$ cat src/rtl/hzd_pkg.sv
package hzd_pkg;

   typedef enum logic [1:0] {
      FWD_RF  = 2'b00,
      FWD_MW  = 2'b01,
      FWD_XM  = 2'b10
   } fwd_sel_e;

   localparam int unsigned NUM_ALU_SRC = 2;

endpackage

$ cat src/rtl/hzd_reg_match.sv
module hzd_reg_match #(
   parameter int unsigned AW          = 5,
   parameter bit          ZERO_REG_EN = 1'b1
) (
   input  logic [AW-1:0] src,
   input  logic [AW-1:0] dst,
   input  logic          dst_wr,
   output logic          hit
);

   logic same;
   assign same = (src == dst);

   generate
      if (ZERO_REG_EN) begin : g_zero_hardwired
         assign hit = dst_wr && same && (dst != '0);
      end else begin : g_zero_plain
         assign hit = dst_wr && same;
      end
   endgenerate

endmodule

$ cat src/rtl/hzd_fwd_sel.sv
module hzd_fwd_sel
   import hzd_pkg::*;
#(
   parameter int unsigned AW          = 5,
   parameter bit          ZERO_REG_EN = 1'b1
) (
   input  logic [AW-1:0] src,
   input  logic [AW-1:0] xm_dst,
   input  logic          xm_wr,
   input  logic [AW-1:0] mw_dst,
   input  logic          mw_wr,
   output fwd_sel_e      sel
);

   logic hit_xm;
   logic hit_mw;

   hzd_reg_match #(.AW(AW), .ZERO_REG_EN(ZERO_REG_EN)) u_match_xm (
      .src(src), .dst(xm_dst), .dst_wr(xm_wr), .hit(hit_xm)
   );

   hzd_reg_match #(.AW(AW), .ZERO_REG_EN(ZERO_REG_EN)) u_match_mw (
      .src(src), .dst(mw_dst), .dst_wr(mw_wr), .hit(hit_mw)
   );

   always_comb begin
      if (hit_xm)      sel = FWD_XM;
      else if (hit_mw) sel = FWD_MW;
      else             sel = FWD_RF;
   end

endmodule

$ cat src/rtl/hzd_load_use.sv
module hzd_load_use #(
   parameter int unsigned AW          = 5,
   parameter bit          ZERO_REG_EN = 1'b1
) (
   input  logic [AW-1:0] id_src1,
   input  logic [AW-1:0] id_src2,
   input  logic [AW-1:0] ex_dst,
   input  logic          ex_wr,
   input  logic          ex_load,
   output logic          stall
);

   logic hit1;
   logic hit2;
   logic ld_wr;

   assign ld_wr = ex_wr && ex_load;

   hzd_reg_match #(.AW(AW), .ZERO_REG_EN(ZERO_REG_EN)) u_match_s1 (
      .src(id_src1), .dst(ex_dst), .dst_wr(ld_wr), .hit(hit1)
   );

   hzd_reg_match #(.AW(AW), .ZERO_REG_EN(ZERO_REG_EN)) u_match_s2 (
      .src(id_src2), .dst(ex_dst), .dst_wr(ld_wr), .hit(hit2)
   );

   assign stall = hit1 || hit2;

endmodule

$ cat src/rtl/hzd_fwd_unit.sv
module hzd_fwd_unit
   import hzd_pkg::*;
#(
   parameter int unsigned AW          = 5,
   parameter bit          ZERO_REG_EN = 1'b1
) (
   input  logic [AW-1:0] id_src1,
   input  logic [AW-1:0] id_src2,
   input  logic [AW-1:0] ex_src1,
   input  logic [AW-1:0] ex_src2,
   input  logic [AW-1:0] ex_dst,
   input  logic          ex_wr,
   input  logic          ex_load,
   input  logic [AW-1:0] xm_dst,
   input  logic          xm_wr,
   input  logic [AW-1:0] mw_dst,
   input  logic          mw_wr,
   output logic [1:0]    sel_a,
   output logic [1:0]    sel_b,
   output logic          pc_hold,
   output logic          ifid_hold,
   output logic          idex_bubble
);

   localparam int unsigned NSRC = NUM_ALU_SRC;

   generate
      if (AW < 1 || AW > 8) begin : g_bad_aw
         $error("hzd_fwd_unit: AW must lie in 1..8");
      end
   endgenerate

   logic [AW-1:0] ex_src [NSRC];
   fwd_sel_e      sel    [NSRC];
   logic          stall;

   assign ex_src[0] = ex_src1;
   assign ex_src[1] = ex_src2;

   generate
      for (genvar i = 0; i < NSRC; i++) begin : g_opnd
         hzd_fwd_sel #(.AW(AW), .ZERO_REG_EN(ZERO_REG_EN)) u_sel (
            .src(ex_src[i]),
            .xm_dst(xm_dst), .xm_wr(xm_wr),
            .mw_dst(mw_dst), .mw_wr(mw_wr),
            .sel(sel[i])
         );
      end
   endgenerate

   hzd_load_use #(.AW(AW), .ZERO_REG_EN(ZERO_REG_EN)) u_lu (
      .id_src1(id_src1), .id_src2(id_src2),
      .ex_dst(ex_dst), .ex_wr(ex_wr), .ex_load(ex_load),
      .stall(stall)
   );

   assign sel_a       = sel[0];
   assign sel_b       = sel[1];
   assign pc_hold     = stall;
   assign ifid_hold   = stall;
   assign idex_bubble = stall;

   // Immediate checks on the composed outputs, against port-level conditions.
   always_comb begin
      p_sel_legal_r9: assert (sel_a != 2'b11 && sel_b != 2'b11)
         else $error("select 11 produced");
      if (xm_wr && xm_dst != '0 && xm_dst == ex_src1)
         p_newest_first_r3: assert (sel_a == 2'b10)
            else $error("operand A did not take execute/memory bypass");
      if (ZERO_REG_EN && ex_src1 == '0)
         p_zero_fwd_r5: assert (sel_a == 2'b00)
            else $error("register 0 bypassed");
      if (!ex_load)
         p_nonload_nostall_r7: assert (!pc_hold && !idex_bubble)
            else $error("interlock without a load");
      if (idex_bubble)
         p_stall_cause_r6: assert (ex_wr && (ex_dst == id_src1 || ex_dst == id_src2))
            else $error("interlock without a matching load");
   end

endmodule

$ cat config.mk
export PLATFORM = sky130hd
export DESIGN_NAME = hzd_fwd_unit
export DESIGN_NICKNAME = d
export VERILOG_FILES = /design/src/rtl/hzd_pkg.sv /design/src/rtl/hzd_reg_match.sv /design/src/rtl/hzd_fwd_sel.sv /design/src/rtl/hzd_load_use.sv /design/src/rtl/hzd_fwd_unit.sv
export SDC_FILE = /design/constraint.sdc
export NUM_CORES = 1
export LEC_CHECK = 0
export CAP_MARGIN = 0
export CORE_MARGIN = 1
export CORE_UTILIZATION = 35
export DETAILED_ROUTE_END_ITERATION = 8
export PLACE_DENSITY = 0.95
export REMOVE_ABC_BUFFERS = 1
export SYNTH_ARGS = -nofsm -noshare
export SYNTH_HDL_FRONTEND = slang
export SYNTH_HIERARCHICAL = 1
export SYNTH_SLANG_ARGS = --single-unit
export TNS_END_PERCENT = 20
$ cat constraint.sdc
create_clock -name vclk -period 2.3
set_clock_uncertainty 0.1 [all_clocks]
set_input_delay 0.46 -clock vclk [all_inputs]
set_output_delay 0.46 -clock vclk [all_outputs]
set_load 0.05 [all_outputs]
== Yosys cells after proc, flatten, opt, wreduce, memory -nomap -nowiden ==
Cells that the tools add are included.
Operators by class
  equal/unequal tests: 6
  muxes and demuxes: 4
  reduce and logical (&&, ||, !) cells: 17
Operators with widths (count)
  equality test 5 bit: 6
  nonzero test 5 bit: 3
  logical AND 1 bit: 13
  2-to-1 mux 2 bit: 2
  2-to-1 mux 1 bit: 2
  logical OR 1 bit: 1
Storage, ports and cells
  register bits: 0
  input bits: 39
  output and inout port bits: 7

== Logic depth before layout (Yosys ltp) ==
Gate-level depths: netlist (run 1).
  word-level depth: 5
  depth in mapped cells: 5
  depth with buffers taken out: 4

== By module ==
The synthesis (run 1) kept the hierarchy.
Modules (own cells, without submodules)
  hzd_reg_match: instances 6, cells an instance 10, area an instance 70.1 um2, sequential area each 0.0 um2
  hzd_fwd_sel: instances 2, cells an instance 2, area an instance 21.3 um2, sequential area each 0.0 um2
  hzd_fwd_unit: instances 1, cells an instance 2, area an instance 15.0 um2, sequential area each 0.0 um2
  hzd_load_use: instances 1, cells an instance 2, area an instance 12.5 um2, sequential area each 0.0 um2

== Worst setup path before layout (run 1) ==
Ideal clock, no wire load.
  path type: input port to output port
  start: input ex_dst[4]
  end: output ifid_hold
  arrival time: 1.655 ns
  required time: 1.740 ns
  setup slack: 0.085 ns
  cell stages on the path: 5
  cells stage by stage: or2_1 -> o21ai_0 -> and4_1 -> or2_1 -> buf_4
On the way
  cells in the longest elaborated chain, start to end: 4
RTL lines
  start: declaration: RTL line hzd_fwd_unit.sv:11  | input logic [AW-1:0] ex_dst,
  equality test 5 bit: RTL line hzd_reg_match.sv:12  | assign same = (src == dst);
  logical AND 1 bit: RTL line hzd_reg_match.sv:16  | assign hit = dst_wr && same && (dst != '0);
  logical AND 1 bit (*): RTL line hzd_reg_match.sv:16
  net u_lu.hit1: RTL line hzd_load_use.sv:13  | logic hit1;
  logical OR 1 bit (*): RTL line hzd_load_use.sv:27  | assign stall = hit1 || hit2;
  end: declaration: RTL line hzd_fwd_unit.sv:21  | output logic ifid_hold,
The timed path passes the listed nets; every way through them passes the cells marked *.

== Worst setup path in the final report (run 1) ==
  start: input ex_src1[3]
  end: output sel_a[0]
On the way
  cells in the longest elaborated chain, start to end: 5
RTL lines
  start: declaration: RTL line hzd_fwd_unit.sv:9  | input logic [AW-1:0] ex_src1,
  equality test 5 bit: RTL line hzd_reg_match.sv:12
  logical AND 1 bit (2 in series): RTL line hzd_reg_match.sv:16
  net g_opnd[0].u_sel.hit_mw: RTL line hzd_fwd_sel.sv:16  | logic hit_mw;
  2-to-1 mux 1 bit: RTL line hzd_fwd_sel.sv:28  | else if (hit_mw) sel = FWD_MW;
  2-to-1 mux 2 bit: RTL line hzd_fwd_sel.sv:27  | if (hit_xm) sel = FWD_XM;
  end: declaration: RTL line hzd_fwd_unit.sv:18  | output logic [1:0] sel_a,
The timed path passes the listed nets, and every way through them passes these cells.

==> metrics.yaml, run 1 <==
setup_viol: 0
grt_pass1_wl_um: 3190
tightest_slew_ps: 263
hold_class: "in2out"
chipWidth_um: 39.4
grt_overflow: 0
nClkBuffers: 0
die_area_um2: 1560
initial_utilization: 0.377
ys_seq_area_frac: 0
critPathKind: "in2out"
seq_area_um2: 0
synth_top_area_frac: 0.321
cp.required_ps: 1740
synth_area_leaders: "xor2_1 32%, and4_1 11%, xnor2_1 11%, or2_1 8.9%, nor4_1 7.7%"
drt_iter0_markers: 8
p_per_area_nw_per_um2: 147
fin_crit_ps: 2290
fp-row-count: 13
coreArea_um2: 1300
yosysMostFrequentCell: "xor2_1"
yosys_warnings: 6
postRouteAntennaNets: 0
dp_cells: 134
io_buffers: 46
syn-cell-area_um2: 490
grt_pass1_vias: 717
maxCapViolCount: 0
drive_gt1_frac: 0.218
synth_cell_types: 11
diodes: 0
post_drt_wl_per_cell_um: 16.0
die_h_um: 39.4
post_cts_buffers: 0
yosys.area.top_type: "xor2_1"
fmax_mhz: 436
fin_crit_sh: 0.997
start_kind: "primary input"
grt_max_degree: 5
relSlewSlack: 0.823
end_kind: "output pin"
status: "finished, final reports clean"
drv_slew: 0
vias: 697
placed_area_um2: 1080
syn_to_final_growth_pct: 122
seq_cells: 0
firstDrtPassIters: 4
synthTopCellsByCount: "18 x xor2_1, 7 x or2_1"
antenna_found_initial: 0
nNetsFinal: 160
gp_congestion: 0.776
multiInputGateArea_um2: 498
fin_util: 0.838
io_pins: 46
cp_max_fo: 4
hpwl_um: 1870
syn-mean-instance-area_um2: 7.21
drc: 0
cp.arrival_ps: 1730
cts_hold_repair.buffers: 0
hold_viol_final: 0
finalInstanceArea_um2: 1090
ir_drop_mv: 0.0878
routed_wl_um: 2140
final_cells: 134
avgViaCountPerCell: 5.20
p_leak_uw: 0.000500
synthCells: 68
grt_use_total: 0.302
grt_setup_unrepaired: "true"
nFillCells: 95
-- layout by cell type (no fill, tap or decap), types with 2 or more instances in the layout --
master           instances
xor2_1                  18
dlymetal6s2s_1           3
buf_4                    8
nor3_1                   6
or2_1                    6
buf_12                   7
and4_4                   2
dlygate4sd2_1           29
o21ai_1                  4
nor2b_4                  2
nand2_1                  6
xnor2_1                  5
nor4_1                   3
and4_1                   4
clkdlybuf4s50_1          7
nor4_2                   3
-- area by class of cell --
cell class	instances	area share
multi-input combinational	64	0.457
tap	15	0.0172
timing repair buffer	55	0.526
-- metrics by stage --
step	total power, uW	hold WS [ps]	setup TNS, ps	setup slack [ps]
3_5_place_dp	170	1670	-2000	-399
5_1_grt	172	1560	-126	-32.4
3_3_place_gp	160	1650	-1440	-302
6_report	161	1510	0	7.33
2_1_floorplan	51.7	1110	-655	-218
4_1_cts	159	1630	-1.96	-1.96
-- kinds of logic after synthesis --
family	after synthesis	synth area share
buffers and inverters	4	0.0612
and+or+nand+nor	34	0.449
xor gates and xnor gates	24	0.429
AOI/OAI and AO/OA	6	0.0612
-- report_power, final --
part / total [uW] / leakage (uW) / internal (uW) / switching (uW)
logic: 161 / 0.000500 / 88.3 / 72.4
registers: 0 / 0 / 0 / 0
clock network: 0 / 0 / 0 / 0
total: 161 / 0.000500 / 88.3 / 72.4
-- per-layer routing --
layer  part of all wire  GRT usage  vias to the layer above
li1                   -          -                      339
met1               0.38      0.328                      319
met2               0.57      0.602                       31
met3              0.030     0.0227                        8
met4              0.022     0.0776                        0
met5                  0          0                        -
-- critical path: stages --
cell,delay [ps]
dlygate4sd2_1,310
xor2_1,190
nor3_1,220
and4_1,240
nor2b_4,160
buf_12,140
-- what timing repair did --
item	4_1_cts	5_1_grt
endpoints found under the hold margin	0	0
pin swaps	18	5
resized for setup	44	4
setup endpoints to repair	7	7
-- path summary, 6_finish.rpt --
path,start,endpoint,depth (start not counted),slack (ps)
worst min-delay path,xm_dst[4],sel_a[0],6,1510
worst max-delay path,ex_src1[3],sel_a[0],6,7
Note: power is estimated with default switching activity, not from simulation.
==> inputs of run 2 (changes only) <==
Settings changed: CAP_MARGIN 0 to not set, CORE_MARGIN 1 to not set.
==> results of run 2 <==
Final layout, timing and power as in run 1 (identical DEF).
==> inputs of run 3 (changes only) <==
Settings changed: CAP_MARGIN set to 20, SETUP_SLACK_MARGIN set to 0.3.
==> metrics.yaml, run 3 (synthesis gave the netlist of run 1 again) <==
diodes: 0
drt_iter0_markers: 10
fp-row-count: 13
vias: 737
p_per_area_nw_per_um2: 158
critPathKind: "in2out"
cp.arrival_ps: 1640
die_h_um: 39.4
maxCapViolCount: 0
relSlewSlack: 0.803
finalInstanceArea_um2: 1100
path_buf_inv: 2
tightest_slew_ps: 293
critical_path.cell_chain: "buf_2 > xor2_1 > nor3_1 > and4_1 > nor2b_4 > buf_12"
chipWidth_um: 39.4
fin_hold_ws_ps: 1470
fin_crit_sh: 0.956
post_cts_buffers: 0
coreArea_um2: 1300
post_drt_wl_per_cell_um: 17.7
fin_crit_ps: 2200
fin_ws_ps: 101
seq_area_um2: 0
setup_viol: 0
layout_common_cells: "17 x xor2_1, 16 x buf_2, 7 x clkdlybuf4s15_1, 7 x buf_12"
firstDrtPassIters: 4
nNetsFinal: 160
postRouteAntennaNets: 0
start_kind: "primary input"
intPower_uw: 91.9
drive_gt1_frac: 0.479
cp.required_ps: 1740
cp_max_fo: 4
p_sw_frac: 0.472
drv_slew: 0
ir_drop_mv: 0.111
grt_max_degree: 5
power_switching_uw: 82.1
grt_use_total: 0.322
share_seq_of_total_power: 0
syn_to_final_growth_pct: 125
cp_slowest_stage_delay_ps: 300
antenna_found_initial: 0
end_kind: "output pin"
placed_area_um2: 1080
initial_utilization: 0.377
grt_pass1_vias: 735
hpwl_um: 1870
io_pins: 46
routed_wl_um: 2370
gp_congestion: 0.776
finalPower_uw: 174
crit_family: "simple AND/OR/NAND/NOR gates"
final_common_cell: "xor2_1"
die_area_um2: 1560
seq_cells: 0
avgViaCountPerCell: 5.50
power_frac_comb: 1.000
grt_pass1_wl_um: 3350
status: "finished, final reports clean"
nClkBuffers: 0
io_buffers: 46
grt_setup_unrepaired: "true"
grt_overflow: 0
drc: 0
clkPwrFrac: 0
fmax_mhz: 455
cts_hold_repair.buffers: 0
cp_slowest_cell: "nor3_1"
hold_class: "in2out"
dpl_worst_slack_ps: -399
p_leak_uw: 0.000479
hold_viol_final: 0
## run 3: changes by cell type in the layout (fill, tap and decap cells not counted), moves of 4 or more
cell,before,now
buf_2,0,16
buf_6,1,5
clkdlybuf4s15_1,0,7
dlygate4sd2_1,29,6
clkdlybuf4s50_1,7,2
clkdlybuf4s15_2,0,5
## run 3: path summary, 6_finish.rpt
| kind | cells after the start | endpoint | from | slack (ps) |
|---|---|---|---|---|
| worst min-delay path | 6 | sel_a[1] | ex_src1[4] | 1470 |
| worst max-delay path | 6 | sel_b[0] | ex_src2[2] | 100 |
## run 3: area by class of cell
class | count | area (um2)
multi-input cells | 64 | 549
repair buffers | 55 | 536
fillers | 84 | 198
well taps | 15 | 18.8
## run 3: what timing repair did
action | 4_1_cts | 5_1_grt
gates resized for setup | 141 | 4
endpoints found under the setup margin | 7 | 7
pin swaps | 31 | 6
endpoints found under the hold margin | 0 | 0
## run 3: per-layer routing
layer | global-route usage | wire [um]
met5 | 0 | 0
met4 | 0.147 | 112
met3 | 0.0341 | 97
met2 | 0.648 | 1290
met1 | 0.314 | 875
## run 3: metrics by stage
step	setup TNS, ps	utilization	instances
3_5_place_dp	-2000	0.828	134
2_1_floorplan	-655	-	64
4_1_cts	0	0.832	134
6_report	0	0.848	134
3_3_place_gp	-1440	0.828	134
5_1_grt	0	0.848	134
## run 3: power groups by stage
stage          clock network, uW  registers, uW  logic [uW]
2_1_floorplan                  0              0        51.7
3_3_place_gp                   0              0         160
3_5_place_dp                   0              0         170
4_1_cts                        0              0         164
5_1_grt                        0              0         183
6_report                       0              0         174
